<file path="src/rtl/wdt_pkg.sv">
package wdt_pkg;
  typedef enum logic {ST_SOFT = 1'b0, ST_HARD = 1'b1} stage_t;

  localparam logic [2:0] A_RELOAD = 3'd0;
  localparam logic [2:0] A_COUNT  = 3'd1;
  localparam logic [2:0] A_CTRL   = 3'd2;
  localparam logic [2:0] A_ACK    = 3'd3;
  localparam logic [2:0] A_STAT   = 3'd4;

  localparam logic [1:0] CTRL_OFF  = 2'b00;
  localparam logic [1:0] CTRL_ARM  = 2'b11;
endpackage

</file>
<file path="src/rtl/wdt_tick.sv">
module wdt_tick #(
  parameter int DIV = 1
) (
  input  logic clk,
  input  logic rst,
  output logic tick
);
  localparam int PW = (DIV > 1) ? $clog2(DIV) : 1;
  localparam logic [PW-1:0] LAST = PW'(DIV - 1);

  logic [PW-1:0] div_q;

  always_ff @(posedge clk) begin
    if (rst) begin
      div_q <= '0;
      tick  <= 1'b0;
    end else begin
      div_q <= (div_q == LAST) ? '0 : div_q + 1'b1;
      tick  <= (div_q == LAST);
    end
  end
endmodule

</file>
<file path="src/rtl/wdt_core.sv">
module wdt_core
  import wdt_pkg::*;
#(
  parameter int CNT_W = 32,
  parameter logic [CNT_W-1:0] SOFT_INIT = 14,
  parameter logic [CNT_W-1:0] HARD_TICKS = 6
) (
  input  logic             clk,
  input  logic             rst,
  input  logic             tick,
  input  logic             load_we,
  input  logic [CNT_W-1:0] load_val,
  input  logic             ctrl_we,
  input  logic [1:0]       ctrl_val,
  input  logic             ack,
  input  logic             release_req,
  output logic [CNT_W-1:0] load_q,
  output logic [CNT_W-1:0] cnt_q,
  output logic             run_q,
  output logic             mode_q,
  output logic             irq_q,
  output logic             srst_q
);
  logic   armed_q, locked_q;
  stage_t stage_q;

  logic open_cfg, rel_ok, ack_reload, reload, ctrl_ok, load_ok;
  logic count_step, expire, watch;

  always_comb begin
    open_cfg   = !locked_q && !srst_q;
    rel_ok     = release_req && armed_q && open_cfg;
    ack_reload = ack && armed_q && open_cfg;
    reload     = rel_ok || ack_reload;
    ctrl_ok    = ctrl_we && open_cfg;
    load_ok    = load_we && open_cfg && (load_val != '0);
    count_step = run_q && tick && !srst_q && !reload && !ctrl_ok && !load_ok;
    expire     = count_step && (cnt_q <= CNT_W'(1));
    watch      = armed_q && mode_q;
  end

  always_ff @(posedge clk) begin
    if (rst) begin
      load_q   <= SOFT_INIT;
      cnt_q    <= SOFT_INIT;
      run_q    <= 1'b0;
      mode_q   <= 1'b0;
      irq_q    <= 1'b0;
      srst_q   <= 1'b0;
      armed_q  <= 1'b0;
      locked_q <= 1'b0;
      stage_q  <= ST_SOFT;
    end else begin
      if (ack || rel_ok) irq_q <= 1'b0;
      if (reload) begin
        cnt_q   <= load_q;
        stage_q <= ST_SOFT;
        if (rel_ok) locked_q <= 1'b1;
      end else if (ctrl_ok) begin
        run_q  <= ctrl_val[0];
        mode_q <= ctrl_val[1];
        if (ctrl_val == CTRL_OFF) begin
          armed_q <= 1'b0;
          stage_q <= ST_SOFT;
          irq_q   <= 1'b0;
        end else if (ctrl_val == CTRL_ARM) begin
          armed_q <= 1'b1;
        end
      end else if (load_ok) begin
        load_q <= load_val;
        cnt_q  <= load_val;
      end else if (count_step) begin
        if (!expire) begin
          cnt_q <= cnt_q - 1'b1;
        end else if (!watch) begin
          cnt_q <= '0;
          run_q <= 1'b0;
        end else if (stage_q == ST_SOFT) begin
          irq_q   <= 1'b1;
          cnt_q   <= HARD_TICKS;
          stage_q <= ST_HARD;
        end else begin
          srst_q <= 1'b1;
          run_q  <= 1'b0;
          cnt_q  <= '0;
        end
      end
    end
  end

  AST_RST_STICKY: assert property (@(posedge clk) disable iff (rst)
    srst_q |=> srst_q);
  AST_RST_FROM_HARD: assert property (@(posedge clk) disable iff (rst)
    $rose(srst_q) |-> $past(stage_q == ST_HARD));
  AST_IRQ_ENTERS_HARD: assert property (@(posedge clk) disable iff (rst)
    $rose(irq_q) |-> (stage_q == ST_HARD) && $past(stage_q == ST_SOFT));
  AST_LOCK_STICKY: assert property (@(posedge clk) disable iff (rst)
    locked_q |=> locked_q);
  AST_FROZEN_COUNT: assert property (@(posedge clk) disable iff (rst)
    (!run_q && !reload && !load_ok) |=> $stable(cnt_q));
endmodule

</file>
<file path="src/rtl/wdt_regs.sv">
module wdt_regs
  import wdt_pkg::*;
#(
  parameter int DW = 32,
  parameter int CNT_W = 32
) (
  input  logic             clk,
  input  logic             rst,
  input  logic             bus_wr,
  input  logic             bus_rd,
  input  logic [2:0]       bus_addr,
  input  logic [DW-1:0]    bus_wdata,
  output logic [DW-1:0]    bus_rdata,
  input  logic [CNT_W-1:0] load_q,
  input  logic [CNT_W-1:0] cnt_q,
  input  logic             run_q,
  input  logic             mode_q,
  input  logic             irq_q,
  output logic             load_we,
  output logic [CNT_W-1:0] load_val,
  output logic             ctrl_we,
  output logic [1:0]       ctrl_val,
  output logic             ack
);
  logic [DW-1:0] rd_d;

  always_comb begin
    load_we  = bus_wr && (bus_addr == A_RELOAD);
    ctrl_we  = bus_wr && (bus_addr == A_CTRL);
    ack      = bus_rd && (bus_addr == A_ACK);
    load_val = CNT_W'(bus_wdata);
    ctrl_val = bus_wdata[1:0];
    case (bus_addr)
      A_RELOAD: rd_d = DW'(load_q);
      A_COUNT:  rd_d = DW'(cnt_q);
      A_CTRL:   rd_d = DW'({mode_q, run_q});
      A_STAT:   rd_d = DW'(!irq_q);
      default:  rd_d = '0;
    endcase
  end

  always_ff @(posedge clk) begin
    if (rst) bus_rdata <= '0;
    else if (bus_rd) bus_rdata <= rd_d;
  end

  AST_STATUS_POLARITY: assert property (@(posedge clk) disable iff (rst)
    (bus_rd && bus_addr == A_STAT) |=> bus_rdata == DW'(!$past(irq_q)));
endmodule

</file>
<file path="src/rtl/wdt_two_stage.sv">
module wdt_two_stage #(
  parameter int DW       = 32,
  parameter int CNT_W    = 32,
  parameter int PERIOD_S = 10,
  parameter int MARGIN_S = 3,
  parameter int TICK_HZ  = 4,
  parameter int FREQ_ADJ = 2,
  parameter int TICK_DIV = 1
) (
  input  logic          clk,
  input  logic          rst,
  input  logic          bus_wr,
  input  logic          bus_rd,
  input  logic [2:0]    bus_addr,
  input  logic [DW-1:0] bus_wdata,
  output logic [DW-1:0] bus_rdata,
  input  logic          owner_release,
  output logic          wd_irq,
  output logic          wd_sys_rst
);
  localparam int SOFT_T = (PERIOD_S - MARGIN_S) * TICK_HZ / FREQ_ADJ;
  localparam int HARD_T = MARGIN_S * TICK_HZ / FREQ_ADJ;
  localparam logic [CNT_W-1:0] SOFT_INIT  = CNT_W'(SOFT_T);
  localparam logic [CNT_W-1:0] HARD_TICKS = CNT_W'(HARD_T);

  logic             tick;
  logic             load_we, ctrl_we, ack;
  logic [CNT_W-1:0] load_val, load_q, cnt_q;
  logic [1:0]       ctrl_val;
  logic             run_q, mode_q;

  wdt_tick #(.DIV(TICK_DIV)) u_tick (
    .clk (clk),
    .rst (rst),
    .tick(tick)
  );

  wdt_regs #(.DW(DW), .CNT_W(CNT_W)) u_regs (
    .clk      (clk),
    .rst      (rst),
    .bus_wr   (bus_wr),
    .bus_rd   (bus_rd),
    .bus_addr (bus_addr),
    .bus_wdata(bus_wdata),
    .bus_rdata(bus_rdata),
    .load_q   (load_q),
    .cnt_q    (cnt_q),
    .run_q    (run_q),
    .mode_q   (mode_q),
    .irq_q    (wd_irq),
    .load_we  (load_we),
    .load_val (load_val),
    .ctrl_we  (ctrl_we),
    .ctrl_val (ctrl_val),
    .ack      (ack)
  );

  wdt_core #(
    .CNT_W     (CNT_W),
    .SOFT_INIT (SOFT_INIT),
    .HARD_TICKS(HARD_TICKS)
  ) u_core (
    .clk        (clk),
    .rst        (rst),
    .tick       (tick),
    .load_we    (load_we),
    .load_val   (load_val),
    .ctrl_we    (ctrl_we),
    .ctrl_val   (ctrl_val),
    .ack        (ack),
    .release_req(owner_release),
    .load_q     (load_q),
    .cnt_q      (cnt_q),
    .run_q      (run_q),
    .mode_q     (mode_q),
    .irq_q      (wd_irq),
    .srst_q     (wd_sys_rst)
  );
endmodule

</file>
<file path="config.mk">
export PLATFORM = sky130hd
export DESIGN_NAME = wdt_two_stage
export DESIGN_NICKNAME = d
export VERILOG_FILES = /design/src/rtl/wdt_pkg.sv /design/src/rtl/wdt_tick.sv /design/src/rtl/wdt_core.sv /design/src/rtl/wdt_regs.sv /design/src/rtl/wdt_two_stage.sv
export SDC_FILE = /design/constraint.sdc
export NUM_CORES = 1
export LEC_CHECK = 0
export CORE_MARGIN = 4
export CORE_UTILIZATION = 62
export CTS_CLUSTER_DIAMETER = 60
export DETAILED_ROUTE_END_ITERATION = 7
export DONT_BUFFER_PORTS = 1
export MAX_ROUTING_LAYER = met4
export PLACE_DENSITY = 0.83
export SYNTH_ARGS = -nofsm -noshare
export SYNTH_HDL_FRONTEND = slang
export SYNTH_SLANG_ARGS = --single-unit
</file>
<file path="constraint.sdc">
create_clock -name clk -period 4.45 [get_ports clk]
set_clock_uncertainty 0.15 [all_clocks]
set_input_delay 1.1125 -clock clk [delete_from_list [all_inputs] [get_ports clk]]
set_output_delay 1.1125 -clock clk [all_outputs]
set_load 0.01 [all_outputs]
</file>
# --- Word-level counts from Yosys, hierarchy flattened ---
# Cells that the tools add are included.
word_totals:
  regBits: 105
  inputBits: 40
  out_inout_bits: 34
op_classes:
  add_sub_neg: 2
  n_lt_le_gt_ge: 1
  n_eq_ne: 9
  mux: 31
  bitwise: 4
  n_reduce_logical: 44
op_table:
  columns: ["operator", "count"]
  rows:
  - ["$mux 32", 6]
  - ["$pmux 32 s4", 1]
  - ["$le 32x1->1 const B", 1]
  - ["$reduce_bool 32->1", 1]
  - ["$sub 32x1->32 const B", 1]
  - ["$mux 1", 23]
  - ["$logic_and 1x1->1", 18]
  - ["$reduce_and 5->1", 2]
  - ["$reduce_bool 2->1", 4]
  - ["$reduce_and 7->1", 1]
  - ["$eq 3x2->1 const B", 2]
  - ["$logic_not 1->1", 6]
  - ["$reduce_and 2->1", 3]
  - ["$reduce_and 3->1", 2]
  - ["$ne 2x1->1 const B", 2]
  - ["$not 1->1", 4]
  - ["$reduce_or 2->1", 2]
  - ["$eq 3x1->1 const B", 1]
  - ["$eq 3x3->1 const B", 1]
  - ["$logic_not 3->1", 1]
  - ["$mux 3", 1]
  - ["$ne 3x1->1 const B", 1]
  - ["$reduce_bool 3->1", 1]
  - ["$eq 2x2->1 const B", 1]
  - ["other kinds (4)", 5]

# --- Depth between registers and ports, before layout ---
# Gate-level depths: netlist of the first run.
depth:
  depth_word: 15
  ltp_mapped: 10
  depth_no_buf: 8

# --- By module ---
# Synthesis of the first run repeated with hierarchy kept, for this count alone.
unflattened:
  hier_cells: 703
  area_unflattened_um2: 6214.7
modules_own_cells:
  columns: ["mod", "instances", "cells_per_inst", "area_per_inst_um2", "seq_area_each_um2"]
  rows:
  - ["wdt_core", 1, 482, 3816.2, 1421.4]
  - ["wdt_regs", 1, 217, 2351.0, 640.6]
  - ["wdt_tick", 1, 4, 47.5, 40.0]

# --- Worst setup path before layout of the first run ---
# Ideal clock, no wire load.
synth_timing:
  path_kind: "input-to-reg"
  from: "input bus_wdata[1]"
  to: "register u_core.cnt_q[1]"
  arrival_ps: 3092
  required_time_ps: 4221
  setup_slack_ps: 1128
  path_stages: 10
  n_path_buf: 2
  cell_sequence: "inv_1 ha_1 nor4b_1 nand4_1 o2111a_1 clkbuf_1 o21ai_0 clkbuf_1 a211oi_1 a22oi_1"
synth_between:
  elab_chain_cells: 10
synth_lines:
  columns: ["item", "line", "rtl"]
  rows:
  - ["start, declared", "wdt_two_stage.sv:15", "input logic [DW-1:0] bus_wdata,"]
  - ["$reduce_bool 32->1", "wdt_core.sv:36", "load_ok = load_we && open_cfg && (load_val != '0);"]
  - ["$logic_and 1x1->1", "wdt_core.sv:36", null]
  - ["$logic_not 1->1", "wdt_core.sv:37", "count_step = run_q && tick && !srst_q && !reload && !ctrl_ok && !load_ok;"]
  - ["$logic_and 1x1->1", "wdt_core.sv:37", null]
  - ["$logic_and 1x1->1", "wdt_core.sv:38", "expire = count_step && (cnt_q <= CNT_W'(1));"]
  - ["$mux 32", "wdt_core.sv:73", "if (!expire) begin"]
  - ["$mux 32", "wdt_core.sv:72", "end else if (count_step) begin"]
  - ["$mux 32", "wdt_core.sv:69", "end else if (load_ok) begin"]
  - ["$mux 32", "wdt_core.sv:59", "end else if (ctrl_ok) begin"]
  - ["$mux 32", "wdt_core.sv:55", "if (reload) begin"]
  - ["end signal, assigned", "wdt_core.sv:56", "cnt_q <= load_q;"]
  - ["end signal, assigned", "wdt_core.sv:71", "cnt_q <= load_val;"]
  - ["end signal, assigned", "wdt_core.sv:74", "cnt_q <= cnt_q - 1'b1;"]
  - ["end, declared", "wdt_core.sv:18", "output logic [CNT_W-1:0] cnt_q,"]
# Several ways; a longest one is shown, not always the timed one. The select of a mux whose other input is x is not followed.
# A chain may end at the register's enable or synchronous reset.

# --- Worst setup path in the final report of the first run ---
layout_timing:
  from: "input bus_wdata[1]"
  to: "register u_core.cnt_q[24]"
layout_between:
  elab_chain_cells: 10
layout_lines:
  columns: ["item", "line"]
  rows:
  - ["$reduce_bool 32->1 (*)", "wdt_core.sv:36"]
  - ["$logic_and 1x1->1 (*)", "wdt_core.sv:36"]
  - ["$logic_not 1->1", "wdt_core.sv:37"]
  - ["$logic_and 1x1->1", "wdt_core.sv:37"]
  - ["$logic_and 1x1->1", "wdt_core.sv:38"]
  - ["$mux 32", "wdt_core.sv:73"]
  - ["$mux 32", "wdt_core.sv:72"]
  - ["$mux 32", "wdt_core.sv:69"]
  - ["$mux 32", "wdt_core.sv:59"]
  - ["$mux 32", "wdt_core.sv:55"]
# Every way passes the cells marked *; elsewhere a longest branch is shown, timed or not. The select of a mux whose other input is x is not followed.

==> flow_summary.toml, run 1 <==
[sta]
period_share_pct = 77.4
hold_violations = 0
fmax_ghz = 0.290
finalSetupViolations = 0
drv_slew = 0
maxSlewHeadroom_pct = 18.6
grt_setup_unrepaired = "false"
worstMarginPinSlew_ps = 1220
post-route-min-period_ps = 3440
tns_ps = 0

[die]
core.rowCount = 34
die_area_um2 = 10400
dieWidth_um = 102
ios = 74
initial_core_util_pct = 63.4
chipHeight_um = 102
core_region_area_um2 = 8680

[worst_setup_path]
path_class = "in -> reg"
slowest_delay_ps = 590
arrival_ps = 3590
cpMaxStageDelayCell = "a21oi_4"
r2r-start = "u_core.cnt_q[11]$_SDFFE_PP0P_"
worstPathCellList = "inv_1 > ha_1 > nor4b_1 > nand4_1 > o2111a_2 > a21oi_4 > buf_12 > a221oi_2 > nor3_1"
r2r_slack_ps = 1290
end_kind = "register"
cp-start-kind = "input port"
crit_required_ps = 4590
rr_endpoint = "u_core.cnt_q[29]$_SDFFE_PP0P_"
ff2ff_path_depth = 7
critPathMaxFanout = 23

[clock_tree]
hold_buffers = 0
clock_sinks = 105
cts-root-buf = "clkbuf_8"
postCtsSetupBuffers = 0
post_cts_resized = 0
htreeDepth = 3
clock_path_buffers = 2
insertion_delay_ps = 380
clk_pin_slew_worst_paths_ps = 90
cts_tree = "yes"
cts_made_buffers = 9

[placement]
placed_cell_area_um2 = 5540
detailed_place_hpwl_um = 9550
gp_congestion = 0.904
io_buffers = 0

[final_layout]
fin_area_um2 = 5720
num_antenna_cells = 0
layout.nets = 650
drive_gt1_share_pct = 10.3
reg.largest.list = "u_core.cnt_q x32, u_core.load_q x32, u_regs.bus_rdata x32"
syn_to_final_growth_pct = 3.98
final_core_util_pct = 65.9
mostFrequentLayoutCell = "nor2_1"
layout_common_cells = "nor2_1, dfxtp_1, nor3_1"

[detailed_routing]
ant_nets = 0
drt_pre_antenna_iters = 5
drc = 0
drt-total-wl_um = 14300
via_per_inst = 6.67
wl_per_cell_um = 19.9
vias = 4798
drtIter0Drc = 331

[grt]
grt_pass1_vias = 4542
antenna_found_initial = 0
overflow = 0
globalRouteTotalUtil_pct = 28.5
grt_pass1_wl_um = 23000
grt_max_degree = 72

[logic_synthesis]
ys_seq_area_share_pct = 38.2
synth_edf_count = 0
synthArstFlopShare_pct = 0
yosysUniqueCellTypes = 55
synth_warnings = 0
syn_nets = 679
ys_seq_elements = 105
syn_area_um2 = 5500
synthCells = 636
synthFlopType = "dfxtp_1"
postSynthAreaPerCell_um2 = 8.65

[worst_hold_path]
hold_class = "reg -> reg"
holdPathStages = 1
worstHoldStart = "u_tick.div_q$_SDFF_PP0_"
min_to = "u_tick.tick$_SDFF_PP0_"

[run]
maxCapViolCount = 0

[power_and_ir_drop]
p_leak_nw = 2.45
ir_drop_mv = 0.176
p_per_area_nw_per_um2 = 308

[status]
status = "finished, final reports clean"
## worst max-delay path: cells and delay by family
kind,cells,cell delay [ps]
simple gates,3,660
fa+ha+maj,1,210
compound gates,3,1220
buf+inv,2,350
## kinds of logic after synthesis
| logic type | synth area share (%) |
|---|---|
| AND/OR/NAND/NOR | 22.5 |
| multiplexers | 5.46 |
| flip-flops | 38.2 |
| buffers and inverters | 4.75 |
| adder cells (fa/ha/maj) | 0.683 |
| XOR/XNOR | 4.78 |
| AO/OA/AOI/OAI | 23.5 |
| other | 0.0682 |
## metrics by stage
step | worst slack [ps] | power [mW] | hold WS, ps | cells
after detailed placement | 675 | 1.20 | 238 | 704
after floorplan | 1130 | 1.17 | 218 | 636
after global placement | 875 | 1.19 | 216 | 704
after global routing | 805 | 1.83 | 273 | 719
after CTS | 1050 | 1.76 | 251 | 719
final | 1010 | 1.76 | 246 | 719
## Yosys cell counts (9+ instances only)
| cell | n | share of area, % |
|---|---|---|
| inv_1 | 9 | 0.61 |
| nand2_1 | 12 | 0.82 |
| dfxtp_1 | 105 | 38 |
| xor2_1 | 24 | 3.8 |
| nor2b_1 | 34 | 3.9 |
| o21ai_0 | 36 | 3.3 |
| nor2_1 | 107 | 7.3 |
| a221oi_2 | 29 | 7.9 |
| clkbuf_1 | 42 | 2.9 |
| nor4_1 | 19 | 2.2 |
| mux2i_1 | 30 | 5.5 |
| a22o_1 | 30 | 4.8 |
| a21oi_1 | 38 | 3.5 |
| nor3_1 | 41 | 3.7 |
## where the power goes
part / switching (mW) / internal, mW / leakage (nW)
Clock: 0.325 / 0.254 / 0.0909
Combinational: 0.117 / 0.0702 / 1.50
Sequential: 0.0307 / 0.964 / 0.851
Total: 0.472 / 1.29 / 2.45
## per-layer routing
metal	up-vias	global-route usage (%)	share of wire [%]
li1	2242	-	-
met1	2274	36.8	42
met2	244	43.6	46
met3	38	6.08	9.2
met4	0	11.2	2.4
met5	-	-	0
## final cells by class
type / count / area [µm²]
Clock buffer: 9 / 124
Clock inverter: 6 / 60.1
Fill cell: 701 / 2960
Inverter: 9 / 33.8
Multi-Input combinational cell: 472 / 3160
Sequential cell: 105 / 2100
Tap cell: 108 / 135
Timing Repair Buffer: 10 / 100
## how the worst max path moves through the flow
| stage | slack, ps | startpoint | to |
|---|---|---|---|
| after floorplan | 1130 | bus_wdata[1] | u_core.cnt_q[1]$_SDFFE_PP1P_ |
| after global placement | 870 | bus_wdata[1] | u_core.cnt_q[1]$_SDFFE_PP1P_ |
| after detailed placement | 680 | bus_wdata[1] | u_core.cnt_q[26]$_SDFFE_PP0P_ |
| after CTS | 1050 | bus_wdata[1] | u_core.cnt_q[26]$_SDFFE_PP0P_ |
| after global routing | 810 | bus_wdata[1] | u_core.cnt_q[24]$_SDFFE_PP0P_ |
| final | 1010 | bus_wdata[1] | u_core.cnt_q[24]$_SDFFE_PP0P_ |
(Power assumes the default switching activity.)
==> run 2, diff against run 1 <==
--- a/config.mk
+++ b/config.mk
@@ -5,13 +5,14 @@
 export SDC_FILE = /design/constraint.sdc
 export NUM_CORES = 1
 export LEC_CHECK = 0
+export ABC_AREA = 1
 export CORE_MARGIN = 4
-export CORE_UTILIZATION = 62
+export CORE_UTILIZATION = 58
 export CTS_CLUSTER_DIAMETER = 60
 export DETAILED_ROUTE_END_ITERATION = 7
 export DONT_BUFFER_PORTS = 1
 export MAX_ROUTING_LAYER = met4
-export PLACE_DENSITY = 0.83
+export PLACE_DENSITY = 0.81
 export SYNTH_ARGS = -nofsm -noshare
 export SYNTH_HDL_FRONTEND = slang
 export SYNTH_SLANG_ARGS = --single-unit
==> constraint.sdc (replaced) <==
create_clock -name clk -period 3.1 [get_ports clk]
set_clock_uncertainty 0.15 [all_clocks]
set_input_delay 0.775 -clock clk [delete_from_list [all_inputs] [get_ports clk]]
set_output_delay 0.775 -clock clk [all_outputs]
set_load 0.01 [all_outputs]
==> run 2 against run 1 <==
Core utilization is 2.7 points lower. First-iteration DRC count up 22%. Register-to-register slack worse by 1000 ps. Synthesized cell count rose by 47%.
==> flow_summary.toml, run 2 <==
[worst_setup_path]
cpMaxStageDelayCell = "o21ai_2"
r2r-start = "u_core.cnt_q[0]$_SDFFE_PP0P_"
critPathMaxFanout = 31
arrival_ps = 2960
ff2ff_path_depth = 9
crit_buf_inv = 1
path_class = "reg -> reg"
cp-start-kind = "register"
end_kind = "register"
slowest_delay_ps = 930
rr_endpoint = "u_core.cnt_q[19]$_SDFFE_PP0P_"
worstPathCellList = "inv_1 > ha_1 > nand2_1 > a21oi_1 > nand3_1 > o21ai_2 > o21ai_0 > nand2_1 > a21oi_1"
r2r_slack_ps = 260
cpLargestDelayFamily = "compound AO/OA/AOI/OAI gates"
crit_required_ps = 3220

[power_and_ir_drop]
power_frac_comb_pct = 8.6
ir_drop_mv = 0.271
p_leak_nw = 2.54
p_sw_mw = 0.628
swShare_pct = 24.9
p_per_area_nw_per_um2 = 404
clkPwrFrac_pct = 36.4
power_frac_seq_pct = 55.0
p_total_mw = 2.53
p_int_mw = 1.90

[worst_hold_path]
hold_class = "reg -> reg"
min_to = "u_tick.tick$_SDFF_PP0_"
worstHoldStart = "u_tick.div_q$_SDFF_PP0_"
holdPathStages = 1

[detailed_routing]
vias = 5780
drc = 0
wl_per_cell_um = 14.9
drt_pre_antenna_iters = 5
drt-total-wl_um = 15600
via_per_inst = 5.52
ant_nets = 0
drtIter0Drc = 403

[logic_synthesis]
synthFlopType = "dfxtp_1"
yosysTopAreaCell = "dfxtp_1"
synth_edf_count = 0
syn_area_um2 = 5970
ys_seq_elements = 105
ys_seq_area_share_pct = 35.2
yosysMostFrequentCell = "nand2_1"
synth_common_cells = "nand2_1, a21oi_1, inv_1, dfxtp_1, nor2_1"
postSynthAreaPerCell_um2 = 6.39
synthCells = 935
syn_nets = 978
synthArstFlopShare_pct = 0
netlist_top_cells_area = "dfxtp_1, nand2_1, a21oi_1"
yosysUniqueCellTypes = 35
synth_warnings = 0
netlist.area_leader.share_pct = 35.2

[grt]
overflow = 0
met1_usage_pct = 35.5
grt_max_degree = 62
grt_pass1_wl_um = 25600
grt-busiest-layer = "met2"
use_met3_pct = 5.46
grt_use_met2_pct = 43.7
globalRouteTotalUtil_pct = 27.3
antenna_found_initial = 0
grt_pass1_vias = 5326

[clock_tree]
clock_sinks = 105
cts-root-buf = "clkbuf_8"
htreeDepth = 3
post_cts_resized = 0
insertion_delay_ps = 370
hold_buffers = 0
postCtsSetupBuffers = 0
clock_path_buffers = 2
cts_tree = "yes"
cts_made_buffers = 9
clk_pin_slew_worst_paths_ps = 90

[die]
die_area_um2 = 12000
chipHeight_um = 109
core_region_area_um2 = 9910
ios = 74
core.rowCount = 36
dieWidth_um = 109
initial_core_util_pct = 60.3

[status]
status = "finished, final reports clean"

[final_layout]
num_antenna_cells = 0
layout.cells.non_filler = 1048
final-seq-area_um2 = 2100
fill_cells = 968
layout_common_cells = "nand2_1, a21oi_1, inv_1"
mostFrequentLayoutCell = "nand2_1"
multi_input_area_um2 = 3180
syn_to_final_growth_pct = 4.88
reg.largest.list = "u_core.cnt_q x32, u_core.load_q x32, u_regs.bus_rdata x32"
layout.nets = 954
drive_gt1_share_pct = 5.90

[sta]
worst_slack_ps = 262
fmax_ghz = 0.352
post-route-min-period_ps = 2840
period_share_pct = 91.6
grt_setup_unrepaired = "false"
finalSetupViolations = 0
drv_slew = 0
hold_violations = 0
maxSlewHeadroom_pct = 21.6
tns_ps = 0
worstMarginPinSlew_ps = 1180

[run]
maxCapViolCount = 0

[placement]
detailed_place_hpwl_um = 11000
io_buffers = 0
gp_congestion = 0.914
post-place-ws_ps = 245
place_inst = 1033
## run 2: final cells by class
cell class / count / area share (%)
Timing Repair Buffer: 15 / 2.40
Sequential cell: 105 / 33.6
Multi-Input combinational cell: 660 / 50.8
Tap cell: 133 / 2.66
Clock buffer: 10 / 2.04
Inverter: 120 / 7.21
Clock inverter: 5 / 1.30
## run 2: routing by layer
metal,part of all wire (%),up-vias
met5,0,-
met4,1.5,0
met3,7.9,23
met2,46,193
met1,44,2609
li1,-,2955
## run 2: cells by family (layout without fill, tap and decap cells)
kind of cell	count (synthesis)	count (layout)	synth area share, %
buf+inv	170	150	11.5
flops	105	105	35.2
xor+xnor	27	27	3.96
other cells	1	1	0.0628
fa+ha+maj	3	3	0.629
compound gates	245	245	22.4
simple gates	384	384	26.3
## run 2: power groups by stage
stage | sequential [mW] | clock, mW | combinational, mW
floorplan | 1.42 | 0 | 0.188
detailed placement | 1.42 | 0 | 0.214
finish | 1.39 | 0.920 | 0.217
global placement | 1.42 | 0 | 0.212
global route | 1.39 | 0.994 | 0.248
CTS | 1.39 | 0.934 | 0.216
## run 2: how the worst max path moves through the flow
stage | startpoint | to | slack [ps] | cells after the start
2_1_floorplan | bus_wdata[1] | u_core.cnt_q[1]$_SDFFE_PP1P_ | 710 | 13
3_3_place_gp | bus_wdata[1] | u_core.cnt_q[8]$_SDFFE_PP0P_ | 250 | 12
3_5_place_dp | bus_wdata[1] | u_core.cnt_q[7]$_SDFFE_PP0P_ | 250 | 12
4_1_cts | u_core.cnt_q[1]$_SDFFE_PP1P_ | u_core.cnt_q[19]$_SDFFE_PP0P_ | 290 | 9
5_1_grt | u_core.cnt_q[1]$_SDFFE_PP1P_ | u_core.cnt_q[15]$_SDFFE_PP0P_ | 50 | 9
6_report | u_core.cnt_q[0]$_SDFFE_PP0P_ | u_core.cnt_q[19]$_SDFFE_PP0P_ | 260 | 9
## run 2: metrics by stage
stage	utilization (%)	hold slack (ps)	area (µm²)
3_3_place_gp	61.1	224	6050
6_report	63.2	239	6260
2_1_floorplan	-	218	5970
5_1_grt	63.2	272	6260
4_1_cts	63.2	240	6260
3_5_place_dp	61.1	226	6050
## run 2: worst register-to-register path: cells and delay by family, from the launching register on
family / cells / cell delay, ps
fa+ha+maj: 1 / 230
buf+inv: 1 / 120
compound gates: 4 / 1440
simple gates: 3 / 460
flops: 1 / 350
==> run 3, diff against run 2 <==
--- a/config.mk
+++ b/config.mk
@@ -6,13 +6,14 @@
 export NUM_CORES = 1
 export LEC_CHECK = 0
 export ABC_AREA = 1
-export CORE_MARGIN = 4
+export CORE_MARGIN = 1.5
 export CORE_UTILIZATION = 58
 export CTS_CLUSTER_DIAMETER = 60
 export DETAILED_ROUTE_END_ITERATION = 7
 export DONT_BUFFER_PORTS = 1
 export MAX_ROUTING_LAYER = met4
 export PLACE_DENSITY = 0.81
+export REMOVE_ABC_BUFFERS = 1
 export SYNTH_ARGS = -nofsm -noshare
 export SYNTH_HDL_FRONTEND = slang
 export SYNTH_SLANG_ARGS = --single-unit
==> run 3 against run 2 <==
Worst setup slack gained 150 ps. Clock power shrank 18%. Routed wire length shrank 2.9%. Register-to-register slack gained 150 ps. Non-clock buffer count grew 1. Power shrank 6.9%. Critical path depth is the same. Largest cell class unchanged.
==> flow_summary.toml, run 3 (synthesis gave the netlist of run 2 again) <==
[sta]
drv_slew = 0
fmax_ghz = 0.372
finalSetupViolations = 0
grt_setup_unrepaired = "false"
hold_violations = 0
post-route-min-period_ps = 2690
worst_slack_ps = 409
maxSlewHeadroom_pct = 22.7
period_share_pct = 86.8
tns_ps = 0
fin_hold_ws_ps = 235
worstMarginPinSlew_ps = 1160

[grt]
grt_max_degree = 62
met1_usage_pct = 37.5
grt_use_met2_pct = 46.5
globalRouteTotalUtil_pct = 29.2
use_met3_pct = 4.26
grt_pass1_wl_um = 25300
overflow = 0
grt-busiest-layer = "met2"
antenna_found_initial = 0
grt_pass1_vias = 5269

[worst_setup_path]
cpMaxStageDelayCell = "o21ai_2"
arrival_ps = 2820
crit_required_ps = 3230
cpLargestDelayFamily = "compound AO/OA/AOI/OAI gates"
end_kind = "register"
crit_buf_inv = 1
critPathMaxFanout = 31
worstPathCellList = "nor2_1 > nand3_1 > nor2_1 > nand3_1 > o21ai_2 > buf_4 > o211ai_1 > nand2_1 > nand2_1"
cp-start-kind = "register"
slowest_delay_ps = 920
path_class = "reg -> reg"

[detailed_routing]
drt-total-wl_um = 15100
via_per_inst = 5.44
drt_pre_antenna_iters = 5
drc = 0
wl_per_cell_um = 14.5
vias = 5697
ant_nets = 0
drtIter0Drc = 319

[final_layout]
layout_common_cells = "nand2_1, a21oi_1, inv_1"
drive_gt1_share_pct = 5.69
num_antenna_cells = 0
final_core_util_pct = 62.7
layout.nets = 955
mostFrequentLayoutCell = "nand2_1"
syn_to_final_growth_pct = 3.60
reg.largest.list = "u_core.cnt_q x32, u_core.load_q x32, u_regs.bus_rdata x32"
fill_cells = 945

[die]
ios = 74
initial_core_util_pct = 60.5
dieWidth_um = 104
chipHeight_um = 104
core.rowCount = 36
die_area_um2 = 10900
core_region_area_um2 = 9860

[placement]
gp_congestion = 0.922
detailed_place_hpwl_um = 10400
post-place-ws_ps = 234
io_buffers = 0

[clock_tree]
insertion_delay_ps = 380
cts_made_buffers = 9
cts-root-buf = "clkbuf_8"
postCtsSetupBuffers = 0
post_cts_resized = 0
hold_buffers = 0
clock_path_buffers = 2
htreeDepth = 3
clock_sinks = 105
cts_tree = "yes"
clk_pin_slew_worst_paths_ps = 90

[power_and_ir_drop]
p_leak_nw = 2.51
p_per_area_nw_per_um2 = 381
ir_drop_mv = 0.195
p_total_mw = 2.35

[run]
maxCapViolCount = 0

[status]
status = "finished, final reports clean"

[worst_hold_path]
hold_class = "reg -> reg"
run 3: worst paths after layout:
kind | startpoint | to | slack (ps) | depth (start not counted)
max | u_core.cnt_q[24]$_SDFFE_PP0P_ | u_core.cnt_q[1]$_SDFFE_PP1P_ | 410 | 9
min | u_tick.div_q$_SDFF_PP0_ | u_tick.tick$_SDFF_PP0_ | 240 | 1
max reg2reg | u_core.cnt_q[24]$_SDFFE_PP0P_ | u_core.cnt_q[1]$_SDFFE_PP1P_ | 410 | 9
min reg2reg | u_tick.div_q$_SDFF_PP0_ | u_tick.tick$_SDFF_PP0_ | 240 | 1
run 3: cell type report:
cell class | count | area, µm² | share of cell area (%)
multi-input combinational | 660 | 3180 | 51.5
sequential | 105 | 2100 | 34.0
inverter | 120 | 452 | 7.30
tap | 133 | 166 | 2.69
clock buffer | 12 | 145 | 2.35
timing repair buffer | 16 | 133 | 2.14
clock inverter | 1 | 5.00 | 0.0809
run 3: metrics by stage:
step / std cells / instance area (µm²)
2_1_floorplan: 885 / 5740
3_3_place_gp: 1034 / 6040
3_5_place_dp: 1034 / 6040
4_1_cts: 1047 / 6190
5_1_grt: 1047 / 6190
6_report: 1047 / 6190
run 3: power by group:
part | switching, mW | leakage [nW] | internal, mW
clock network | 0.449 | 0.0782 | 0.301
logic | 0.144 | 1.58 | 0.0706
registers | 0.0151 | 0.850 | 1.37
run 3: layer usage:
layer / vias up / wire (µm)
li1: 2957 / -
met1: 2543 / 6910
met2: 176 / 6920
met3: 21 / 1040
met4: 0 / 280
met5: - / 0
